<file path="src/rtl/fmul_pkg.sv">
package fmul_pkg;

    // Default operand width; the product is twice this wide.
    localparam int unsigned OPW = 4;

    // Sequencer states: each multiplier bit takes an add cycle and then a shift cycle.
    typedef enum logic [1:0] {
        ST_IDLE  = 2'd0,
        ST_ADD   = 2'd1,
        ST_SHIFT = 2'd2,
        ST_DONE  = 2'd3
    } fmul_state_e;

    // Strobes from the sequencer to the datapath.
    typedef struct packed {
        logic load;   // capture the operands, clear the upper accumulator
        logic add;    // write the adder output into the upper accumulator
        logic cm;     // subtract: invert the multiplicand and add one
        logic shift;  // arithmetic right shift of the whole accumulator
        logic done;   // result valid
    } fmul_ctl_t;

    // Sign-extends a 4-bit value to 5 bits (used by the bench-facing defaults).
    function automatic logic [OPW:0] sext_op(input logic [OPW-1:0] v);
        return {v[OPW-1], v};
    endfunction

endpackage

</file>
<file path="src/rtl/fmul_ctrl.sv">
module fmul_ctrl
    import fmul_pkg::*;
#(
    parameter  int W  = OPW,
    localparam int SW = $clog2(W)
) (
    input  logic             clk,
    input  logic             rst,
    input  logic             start,
    input  logic             lsb,
    output fmul_state_e      st_o,
    output logic [SW-1:0]    step_o,
    output fmul_ctl_t        ctl_o
);

    fmul_state_e   st_q;
    logic [SW-1:0] step_q;
    logic          last_step;

    assign last_step = (step_q == SW'(W - 1));

    // Moore-style strobes, except that add and cm follow the multiplier bit in view.
    always_comb begin
        ctl_o = '0;
        unique case (st_q)
            ST_IDLE:  ctl_o.load  = start;
            ST_ADD: begin
                ctl_o.add = lsb;
                ctl_o.cm  = lsb && last_step;
            end
            ST_SHIFT: ctl_o.shift = 1'b1;
            ST_DONE:  ctl_o.done  = 1'b1;
            default:  ctl_o = '0;
        endcase
    end

    always_ff @(posedge clk) begin
        if (rst) begin
            st_q   <= ST_IDLE;
            step_q <= '0;
        end else begin
            unique case (st_q)
                ST_IDLE: begin
                    if (start) begin
                        st_q   <= ST_ADD;
                        step_q <= '0;
                    end
                end
                ST_ADD:   st_q <= ST_SHIFT;
                ST_SHIFT: begin
                    if (last_step) begin
                        st_q <= ST_DONE;
                    end else begin
                        st_q   <= ST_ADD;
                        step_q <= step_q + SW'(1);
                    end
                end
                ST_DONE:  st_q <= ST_IDLE;
                default:  st_q <= ST_IDLE;
            endcase
        end
    end

    assign st_o   = st_q;
    assign step_o = step_q;

endmodule

</file>
<file path="src/rtl/fmul_addsub.sv">
module fmul_addsub
    import fmul_pkg::*;
#(
    parameter int W = OPW
) (
    input  logic [W:0]   hi,
    input  logic [W-1:0] mcand,
    input  logic         cm,
    output logic [W:0]   sum
);

    logic [W:0] opnd;
    logic [W:0] opnd_x;

    // One guard bit keeps the sign of the partial sum; the carry out is dropped.
    assign opnd   = {mcand[W-1], mcand};
    assign opnd_x = cm ? ~opnd : opnd;
    assign sum    = hi + opnd_x + (W + 1)'(cm);

endmodule

</file>
<file path="src/rtl/fmul_acc.sv">
module fmul_acc
    import fmul_pkg::*;
#(
    parameter  int W  = OPW,
    localparam int AW = 2 * W + 1
) (
    input  logic         clk,
    input  logic         rst,
    input  fmul_ctl_t    ctl,
    input  logic [W-1:0] mcand_in,
    input  logic [W-1:0] mplier_in,
    input  logic [W:0]   sum,
    output logic [AW-1:0] acc_o,
    output logic [W-1:0] mcand_o
);

    logic [AW-1:0] acc_q;
    logic [W-1:0]  mcand_q;

    // Upper W+1 bits hold the partial sum; the lower W bits start as the multiplier.
    always_ff @(posedge clk) begin
        if (rst) begin
            acc_q   <= '0;
            mcand_q <= '0;
        end else if (ctl.load) begin
            acc_q   <= {(W + 1)'(0), mplier_in};
            mcand_q <= mcand_in;
        end else if (ctl.add) begin
            acc_q[AW-1:W] <= sum;
        end else if (ctl.shift) begin
            acc_q <= {acc_q[AW-1], acc_q[AW-1:1]};
        end
    end

    assign acc_o   = acc_q;
    assign mcand_o = mcand_q;

endmodule

</file>
<file path="src/rtl/frac_mul_seq.sv">
module frac_mul_seq
    import fmul_pkg::*;
#(
    parameter  int W  = OPW,
    localparam int PW = 2 * W,
    localparam int AW = 2 * W + 1,
    localparam int SW = $clog2(W)
) (
    input  logic          clk,
    input  logic          rst,
    input  logic          start,
    input  logic [W-1:0]  mcand,
    input  logic [W-1:0]  mplier,
    output logic [PW-1:0] product,
    output logic          done
);

    fmul_state_e   st;
    logic [SW-1:0] step;
    fmul_ctl_t     ctl;
    logic [AW-1:0] acc;
    logic [W-1:0]  mcand_q;
    logic [W:0]    sum;

    fmul_ctrl #(.W(W)) u_ctrl (
        .clk    (clk),
        .rst    (rst),
        .start  (start),
        .lsb    (acc[0]),
        .st_o   (st),
        .step_o (step),
        .ctl_o  (ctl)
    );

    fmul_addsub #(.W(W)) u_addsub (
        .hi    (acc[AW-1:W]),
        .mcand (mcand_q),
        .cm    (ctl.cm),
        .sum   (sum)
    );

    fmul_acc #(.W(W)) u_acc (
        .clk       (clk),
        .rst       (rst),
        .ctl       (ctl),
        .mcand_in  (mcand),
        .mplier_in (mplier),
        .sum       (sum),
        .acc_o     (acc),
        .mcand_o   (mcand_q)
    );

    // After the last shift the top bit duplicates bit PW-1; the product is the low 2W bits.
    assign product = acc[PW-1:0];
    assign done    = ctl.done;

endmodule

</file>
<file path="config.mk">
export PLATFORM = sky130hd
export DESIGN_NAME = frac_mul_seq
export DESIGN_NICKNAME = d
export VERILOG_FILES = /design/src/rtl/fmul_pkg.sv /design/src/rtl/fmul_ctrl.sv /design/src/rtl/fmul_addsub.sv /design/src/rtl/fmul_acc.sv /design/src/rtl/frac_mul_seq.sv
export SDC_FILE = /design/constraint.sdc
export NUM_CORES = 1
export LEC_CHECK = 0
export ABC_AREA = 1
export CAP_MARGIN = 20
export CORE_MARGIN = 2
export CORE_UTILIZATION = 49
export DETAILED_ROUTE_END_ITERATION = 6
export PLACE_DENSITY = 0.75
export SLEW_MARGIN = 20
export SYNTH_ARGS = -nofsm -noshare
export SYNTH_HDL_FRONTEND = slang
export SYNTH_SLANG_ARGS = --single-unit
export TNS_END_PERCENT = 10
</file>
<file path="constraint.sdc">
create_clock -name clk -period 2.15 [get_ports clk]
set_input_delay 0.5375 -clock clk [delete_from_list [all_inputs] [get_ports clk]]
set_output_delay 0.5375 -clock clk [all_outputs]
set_load 0.005 [all_outputs]
</file>
==> results.md, run 1 <==
* Cell count after placement at 173
* Slew HR at 81.0%
* Worst hold margin at 0.465 ns
* Post-synth EDFFs at 0
* Synth Instances at 135
* Area share of the largest cell type after synthesis at 35.6%
* Gpl congestion at 0.850
* Clk_lat worst skew at 0.30 ns
* End-of-flow core utilization at 69.7%
* Fillers at 146
* Most Crowded Layer GR: met2
* Starting density of the core at 53.7%
* Post-route ant nets at 0
* Number of cell rows at 15
* Post-route setup slack at 0.101 ns
* LEAKAGE at 0.570 nW
* Post-route DRC at 0
* Initial antenna violation count at 0
* Unrepaired setup endpoints after global routing: true
* Power after layout at 0.652 mW
* DRT Pass-1 Iters at 4
* Max Fclk at 488 MHz
* M1 GR Usage at 25.5%
* Clk_skew at 0.00720 ns
* Synth Net Count at 151
* Min Tclk post-route at 2.05 ns
* Main synth FF type: dfxtp_1
* Initial drt markers at 22
* Core box area at 0.00178 mm2
* Max Cap Viol at 0
* Total global-route track usage at 20.3%
* Top-count cell post-synth: nand2_1
* Grt ovf at 0
* Die Wd at 48.2 um
* Status: finished, final reports clean
* Top cells by count, synth: nand2_1 (22), inv_1 (21), dfxtp_1 (17), nor2_1 (17)
* Post-Place Worst Slack at 0.0371 ns
* CTS Buf Count at 3
* H-tree Lvls at 1
* Syn_area_per_cell at 7.09 um2
* Final WL at 2040 um
* Setup crit end kind: register
* Die height at 48.2 um
* Inserted Diodes at 0
* Fin crit share at 95.3%
* Largest net degree at the start of global routing at 10
* Worst hold path type: reg -> reg
* Critical path fanouts, max at 4
* Worst-path clk slew at 0.10 ns
* Post-DP HPWL at 1520 um
* Final Setup Violations at 0
* Worst Path Arrival at 2.30 ns
* Register area share after synthesis at 35.6%
* Vias in the first global route at 777
* Hold Fails Final Rpt at 0
* Synthesized cell area at 957 um2
* Clk sinks at 17
* Met2 usage at 32.1%
* Final Slew Violations at 0
* Startpoint Class: register
* CTS tree: yes
* Area leader, netlist: dfxtp_1
* Worst-Margin Slew at 0.284 ns
* Vias at 879
* CTS Hold Buffers Added at 0
* Die area at 0.00232 mm2
* Asr flop ratio synth at 0%
* P&R area growth vs syn at 29.8%
* Synth area leaders: dfxtp_1 (36%), nand2_1 (8.6%), inv_1 (8.2%)
* Worst reg-to-reg setup slack at 0.10 ns
* Met3 Use GR at 7.78%
* Synth warnings at 0
* VDD IR max at 0.000459 V
* Share of cells above drive strength 1 at 15.6%
* Port Buffer Count at 19
* Layout Cells excl Fill at 179
* PwrDens at 524 mW/mm2
* Final #Nets at 171
* IO Pins at 20
* Clock buffer depth at 2
* Avg Vias per Cell at 4.91
* Worst EP required at 2.40 ns
* Post-DR wirelength/cell at 11.4 um
* Synth Register Bits at 17
* Root Buffer: clkbuf_4
* First-pass GRT wire length at 3190 um
* Yosys cell types at 23
* CP Class: reg -> reg
[cell families after synthesis]
| family | synth area share [%] |
|---|---|
| xor gates and xnor gates | 2.75 |
| DFF | 35.6 |
| AOI/OAI and AO/OA | 19.2 |
| and+or+nand+nor | 20.7 |
| adders and majority gates | 7.32 |
| buffers and inverters | 14.5 |
[per-stage QoR]
step | TNS, ns | area [um2]
after detailed placement | 0 | 1130
final | 0 | 1240
after global placement | 0 | 1130
after global routing | -0.0410 | 1240
after CTS | 0 | 1160
after floorplan | 0 | 957
[metal layers]
layer / vias to the layer above / routed length, um
met5: - / 0
met1: 391 / 957
met3: 4 / 110
met2: 19 / 944
li1: 465 / -
met4: 0 / 23
[cell type report]
class	count	area, um2	share of cell area, %
clock buffers	4	26.3	2.11
well taps	25	31.3	2.52
multi-input cells	89	541	43.5
flip-flops and latches	17	345	27.8
repair buffers	23	220	17.7
inverters	21	78.8	6.34
[cells in the final DEF, fill, tap and decap left out, types with 2 or more instances in the layout]
master           count
a21oi_1             11
buf_4                4
clkbuf_4             3
clkdlybuf4s50_1     19
dfxtp_1             15
ha_1                 3
inv_1               19
inv_2                2
nand2_1             20
nand2_2              2
nand3_1              3
nor2_1              17
nor2_2               2
o21ai_0             12
o22ai_1              3
[critical path, cell delays in order, from the launching register on]
cell and delay (ns):
dfxtp_4 0.36, ha_4 0.16, nand2_2 0.06, inv_2 0.04
nand2_4 0.12, nand2_2 0.07, and2_4 0.14, fa_2 0.36
inv_2 0.07, o21bai_1 0.08, a21oi_2 0.15, inv_1 0.05
nand2_1 0.07, nand3_2 0.07, nand2_1 0.06, nand2_1 0.05
nor2_1 0.09
[flip-flops by register name (all words and copies together) (netlist names)]
signal	cells
u_acc.acc_o	9
u_acc.mcand_o	4
u_ctrl.st_o	2
u_ctrl.step_o	2
[where the power goes]
| group | total [mW] | internal, mW | leakage [nW] | switching (mW) |
|---|---|---|---|---|
| registers | 0.346 | 0.332 | 0.140 | 0.0147 |
| clock network | 0.178 | 0.0724 | 0.0150 | 0.105 |
| logic | 0.127 | 0.0640 | 0.414 | 0.0635 |
| total | 0.652 | 0.468 | 0.570 | 0.183 |
[worst paths after layout]
kind,startpoint,endpoint,cells past startpoint
setup / recovery,u_ctrl.step_o[0]$_SDFFE_PP0P_,u_acc.acc_o[8]$_SDFFE_PP0P_,16
hold / removal,u_ctrl.step_o[0]$_SDFFE_PP0P_,u_ctrl.step_o[0]$_SDFFE_PP0P_,1
setup reg to reg,u_ctrl.step_o[0]$_SDFFE_PP0P_,u_acc.acc_o[8]$_SDFFE_PP0P_,16
hold reg to reg,u_ctrl.step_o[0]$_SDFFE_PP0P_,u_ctrl.step_o[0]$_SDFFE_PP0P_,1
[what timing repair did]
action,CTS,global route
endpoints found under the setup margin,0,1
endpoints found under the hold margin,0,0
buffers inserted,0,2
gates resized for setup,0,17
Note: power is estimated with default switching activity, not from simulation.
==> run 2: changes to the inputs <==
Settings changed: HOLD_SLACK_MARGIN set to 0.08.
Clock period 2.15 ns to 2.2 ns, I/O delays scaled along.
==> results.md, run 2 (synthesized netlist as in run 1, its figures left out) <==
* Combinational share of power at 19.2%
* Layout Cells excl Fill at 177
* Slew HR at 78.9%
* DRT Pass-1 Iters at 4
* Die area at 0.00232 mm2
* Initial antenna violation count at 0
* Largest net degree at the start of global routing at 11
* Clk network pwr share at 28.3%
* Worst reg-to-reg setup slack at 0.15 ns
* CP bufs+invs at 3
* Inserted Diodes at 0
* Post-route setup slack at 0.149 ns
* Internal at 0.453 mW
* Final WL at 2070 um
* Status: finished, final reports clean
* Seq pwr share at 52.5%
* Die Wd at 48.2 um
* Clk_skew at 0.00357 ns
* Max reg flops at 9
* Grt ovf at 0
* Max Fclk at 488 MHz
* IO Pins at 20
* Crit-path max cell delay at 0.40 ns
* Initial drt markers at 19
* VDD IR max at 0.000366 V
* CTS Buf Count at 3
* CP cell instances: ha_4, nand2_1, inv_1, nand2_4, nand2_2, and2_4, fa_2, inv_2, o21bai_1, a21oi_2, inv_1, nand2_1, nand3_2, nor2_1, nor2_1
* Setup crit end kind: register
* Clock buffer depth at 2
* Leading cell type in the layout, fill and taps excluded: nand2_1
* FF-to-FF path depth at 15
* Worst-Margin Slew at 0.316 ns
* Die height at 48.2 um
* Fin crit share at 93.2%
* First-pass GRT wire length at 3330 um
* LEAKAGE at 0.553 nW
* Post-Place Worst Slack at 0.0778 ns
* Post-route DRC at 0
* Worst hold path type: reg -> reg
* Root Buffer: clkbuf_4
* CTS tree: yes
* FF-to-FF End: u_acc.acc_o[8]$_SDFFE_PP0P_
* Post-DP HPWL at 1510 um
* Number of cell rows at 15
* Final Setup Violations at 0
* Post-route ant nets at 0
* Worst Path Arrival at 2.27 ns
* Vias at 878
* Starting density of the core at 53.7%
* Fillers at 156
* PwrDens at 534 mW/mm2
* Final Slew Violations at 0
* Port Buffer Count at 19
* Cell count after placement at 172
* Gpl congestion at 0.856
* Worst Hold Path EP: u_ctrl.step_o[0]$_SDFFE_PP0P_
* Power after layout at 0.643 mW
* Critical path fanouts, max at 4
* Max Cap Viol at 0
* Hold Path Depth at 1
* Most frequent cells in the layout: nand2_1 (21), inv_1 (20), clkdlybuf4s50_1 (19), nor2_1 (17), dfxtp_1 (16)
* Worst hold margin at 0.473 ns
* P_sw at 0.189 mW
* Sw Share at 29.5%
* Final #Nets at 169
* Vias in the first global route at 797
* Core box area at 0.00178 mm2
* Slowest CP cell: fa_2
* Startpoint Class: register
* Hold_sp: u_ctrl.step_o[0]$_SDFFE_PP0P_
* Avg Vias per Cell at 4.96
* Worst flop-to-flop path startpoint: u_ctrl.step_o[0]$_SDFFE_PP0P_
* Post-DR wirelength/cell at 11.7 um
* P&R area growth vs syn at 25.8%
* CP Class: reg -> reg
* Hold Fails Final Rpt at 0
* Min Tclk post-route at 2.05 ns
* Total negative setup slack at 0 ns
* Worst-path clk slew at 0.11 ns
* Share of cells above drive strength 1 at 12.5%
* Top delay family on crit path: simple AND/OR/NAND/NOR gates
* Worst EP required at 2.42 ns
* Clk_lat worst skew at 0.31 ns
* Clk sinks at 17
* H-tree Lvls at 1
* Total global-route track usage at 21.3%
run 2: timing repair:
action | 4_1_cts | 5_1_grt
endpoints found under the setup margin | 0 | 1
buffers inserted | 0 | 1
gates resized for setup | 0 | 11
hold buffers | 0 | 0
run 2: power by group through the flow:
stage | combinational (mW) | sequential, mW | clock [mW]
final | 0.124 | 0.337 | 0.182
after global placement | 0.112 | 0.343 | 0
after floorplan | 0.0734 | 0.340 | 0
after global routing | 0.139 | 0.340 | 0.193
after detailed placement | 0.115 | 0.343 | 0
after CTS | 0.117 | 0.336 | 0.184
run 2: cell type report:
| cell class | instances | area (um2) | area share (%) |
|---|---|---|---|
| multi-input cells | 89 | 519 | 43.1 |
| flip-flops and latches | 17 | 342 | 28.4 |
| repair buffers | 21 | 205 | 17.0 |
| inverters | 21 | 78.8 | 6.55 |
| well taps | 25 | 31.3 | 2.60 |
| clock buffers | 3 | 22.5 | 1.87 |
| clock inverters | 1 | 5.00 | 0.416 |
run 2: layer usage:
metal	vias to the layer above	track usage, %	part of all wire [%]
met1	389	28.0	48
met2	22	32.4	46
li1	460	-	-
met3	7	4.81	4.1
met4	0	10.8	2.1
met5	-	0	0
run 2: worst max-delay path by stage:
stage,endpoint,startpoint,cells past startpoint,slack (ns)
after floorplan,u_acc.acc_o[8]$_SDFFE_PP0P_,u_ctrl.step_o[0]$_SDFFE_PP0P_,15,0.23
after global placement,u_acc.acc_o[8]$_SDFFE_PP0P_,u_ctrl.step_o[0]$_SDFFE_PP0P_,15,0.16
after detailed placement,u_acc.acc_o[8]$_SDFFE_PP0P_,u_ctrl.step_o[0]$_SDFFE_PP0P_,15,0.08
after CTS,u_acc.acc_o[8]$_SDFFE_PP0P_,u_ctrl.step_o[0]$_SDFFE_PP0P_,16,0.03
after global routing,u_acc.acc_o[8]$_SDFFE_PP0P_,u_ctrl.step_o[0]$_SDFFE_PP0P_,15,-0.002
final,u_acc.acc_o[8]$_SDFFE_PP0P_,u_ctrl.step_o[0]$_SDFFE_PP0P_,15,0.15
run 2: per-stage QoR:
step	util (%)	instance area, um2
after floorplan	-	957
after global placement	63.2	1130
after detailed placement	63.2	1130
after CTS	64.7	1150
after global routing	67.5	1200
final	67.5	1200
run 2: worst register-to-register path, cell delays in order, from the launching register on:
cell and delay, ns:
dfxtp_2 0.36, ha_4 0.16, nand2_1 0.06, inv_1 0.06, nand2_4 0.10, nand2_2 0.06, and2_4 0.14, fa_2 0.40
inv_2 0.06, o21bai_1 0.07, a21oi_2 0.15, inv_1 0.05, nand2_1 0.07, nand3_2 0.07, nor2_1 0.10, nor2_1 0.05
==> run 3: changes to the inputs <==
Settings changed: CAP_MARGIN 20 to not set.
Clock period 2.2 ns to 2 ns, I/O delays scaled along.
==> results.md, run 3 (synthesized netlist as in run 1, its figures left out) <==
* Startpoint Class: register
* Core box area at 0.00178 mm2
* Post-route setup slack at -0.0427 ns
* Port Buffer Count at 19
* Slowest CP cell: fa_2
* Vias in the first global route at 871
* PwrDens at 548 mW/mm2
* DRT Pass-1 Iters at 4
* Gpl congestion at 0.834
* Power after layout at 0.729 mW
* Final WL at 2500 um
* Die height at 48.2 um
* First-pass GRT wire length at 3510 um
* Status: complete, but fails checks
* FF-to-FF path depth at 16
* Hold_sp: u_ctrl.step_o[1]$_SDFFE_PP0P_
* Max Fclk at 490 MHz
* Min Tclk post-route at 2.04 ns
* Grt ovf at 0
* Worst EP required at 2.25 ns
* Root Buffer: clkbuf_4
* Top delay family on crit path: simple AND/OR/NAND/NOR gates
* Post-Place Worst Slack at -0.0684 ns
* Post-route DRC at 0
* Fin crit share at 102%
* Worst-path clk slew at 0.10 ns
* Die Wd at 48.2 um
* Worst flop-to-flop path startpoint: u_ctrl.step_o[0]$_SDFFE_PP0P_
* P&R area growth vs syn at 39.0%
* Max reg flops at 9
* Worst-Margin Slew at 0.254 ns
* Failing checks: negative setup slack
* Placed inst area at 0.00118 mm2
* Starting density of the core at 53.7%
* IO Pins at 20
* Worst path depth at 16
* FF-to-FF End: u_acc.acc_o[8]$_SDFFE_PP0P_
* Initial antenna violation count at 0
* CTS tree: yes
* CP dominant cell by count: nand2_1
* Avg Vias per Cell at 5.07
* Slew HR at 83.0%
* LEAKAGE at 0.623 nW
* Clk_lat worst skew at 0.30 ns
* Inserted Diodes at 0
* Worst hold path type: reg -> reg
* CP cell instances: ha_4, nand2_2, inv_2, nand2_4, nand2_2, and2_4, fa_2, inv_2, o21bai_1, a21oi_1, inv_1, nand2_1, nand3_2, nand2_1, nand2_1, nor2_1
* Total global-route track usage at 22.0%
* Critical path fanouts, max at 3
* Final Setup Violations at 2
* Clk sinks at 17
* Post-route ant nets at 0
* Final Cell Area at 0.00133 mm2
* Final Slew Violations at 0
* Post-DP HPWL at 1550 um
* Number of cell rows at 15
* Leading cell type in the layout, fill and taps excluded: nand2_1
* End-of-flow core utilization at 74.6%
* H-tree Lvls at 1
* Most frequent cells in the layout: nand2_1 (20), clkdlybuf4s50_1 (19), inv_1 (18), nor2_1 (17), dfxtp_1 (15)
* Share of cells above drive strength 1 at 23.8%
* Hold Fails Final Rpt at 0
* Worst Path Arrival at 2.29 ns
* Hold Path Depth at 2
* Initial drt markers at 22
* CTS Hold Buffers Added at 0
* Setup crit end kind: register
* CP Class: reg -> reg
* CP bufs+invs at 3
* CTS Buf Count at 3
* Vias at 959
* Die area at 0.00232 mm2
* Max Cap Viol at 0
* Final #Nets at 181
* VDD IR max at 0.000377 V
* Worst reg-to-reg setup slack at -0.04 ns
* Largest net degree at the start of global routing at 11
* Post-DR wirelength/cell at 13.2 um
* Unrepaired setup endpoints after global routing: true
* Clk_skew at 0.00405 ns
* Crit-path max cell delay at 0.36 ns
* Worst Hold Path EP: u_ctrl.step_o[1]$_SDFFE_PP0P_
* Clock buffer depth at 2
run 3: how the worst max path moves through the flow:
stage	start	endpoint	slack, ns
6_report	u_ctrl.step_o[0]$_SDFFE_PP0P_	u_acc.acc_o[8]$_SDFFE_PP0P_	-0.04
3_5_place_dp	u_ctrl.step_o[0]$_SDFFE_PP0P_	u_acc.acc_o[8]$_SDFFE_PP0P_	-0.07
3_3_place_gp	u_ctrl.step_o[0]$_SDFFE_PP0P_	u_acc.acc_o[8]$_SDFFE_PP0P_	-0.01
2_1_floorplan	u_ctrl.step_o[0]$_SDFFE_PP0P_	u_acc.acc_o[8]$_SDFFE_PP0P_	0.03
5_1_grt	u_ctrl.step_o[0]$_SDFFE_PP0P_	u_acc.acc_o[8]$_SDFFE_PP0P_	-0.15
4_1_cts	u_ctrl.step_o[0]$_SDFFE_PP0P_	u_acc.acc_o[8]$_SDFFE_PP0P_	-0.03
run 3: worst reg2reg max path: stages (launching register included):
cell	delay [ns]
dfxtp_2	0.35
ha_4	0.16
nand2_2	0.06
inv_2	0.04
nand2_4	0.08
nand2_2	0.08
and2_4	0.14
fa_2	0.36
inv_2	0.08
o21bai_1	0.07
a21oi_1	0.16
inv_1	0.06
nand2_1	0.07
nand3_2	0.07
nand2_1	0.07
nand2_1	0.04
nor2_1	0.09
run 3: timing repair:
action	CTS	global route
pin swaps	4	11
gates resized for setup	10	11
buffers inserted	4	2
endpoints found under the setup margin	1	3
run 3: metal layers:
layer  global-route usage (%)  share of wire [%]  vias to the layer above
li1                         -                  -                      484
met1                     26.6                 43                      430
met2                     36.8                 50                       37
met3                     6.67                5.0                        8
met4                     7.57                1.8                        0
met5                        0                  0                        -
run 3: area by class of cell:
type | count | area (um2)
Clock buffer | 3 | 22.5
Clock inverter | 1 | 5.00
Fill cell | 129 | 453
Inverter | 21 | 78.8
Multi-Input combinational cell | 89 | 551
Sequential cell | 17 | 343
Tap cell | 25 | 31.3
Timing Repair Buffer | 33 | 299
run 3: per-stage QoR:
stage	hold slack (ns)	instances	TNS, ns
after floorplan	0.432	135	0
final	0.515	189	-0.0709
after CTS	0.511	187	-0.0291
after detailed placement	0.488	179	-0.0684
after global routing	0.556	189	-0.286
after global placement	0.479	179	-0.0132
run 3: power by group:
part | switching, mW | total (mW) | internal, mW | leakage (nW)
clock network | 0.116 | 0.191 | 0.0747 | 0.0177
registers | 0.0161 | 0.374 | 0.357 | 0.140
logic | 0.0787 | 0.164 | 0.0858 | 0.465
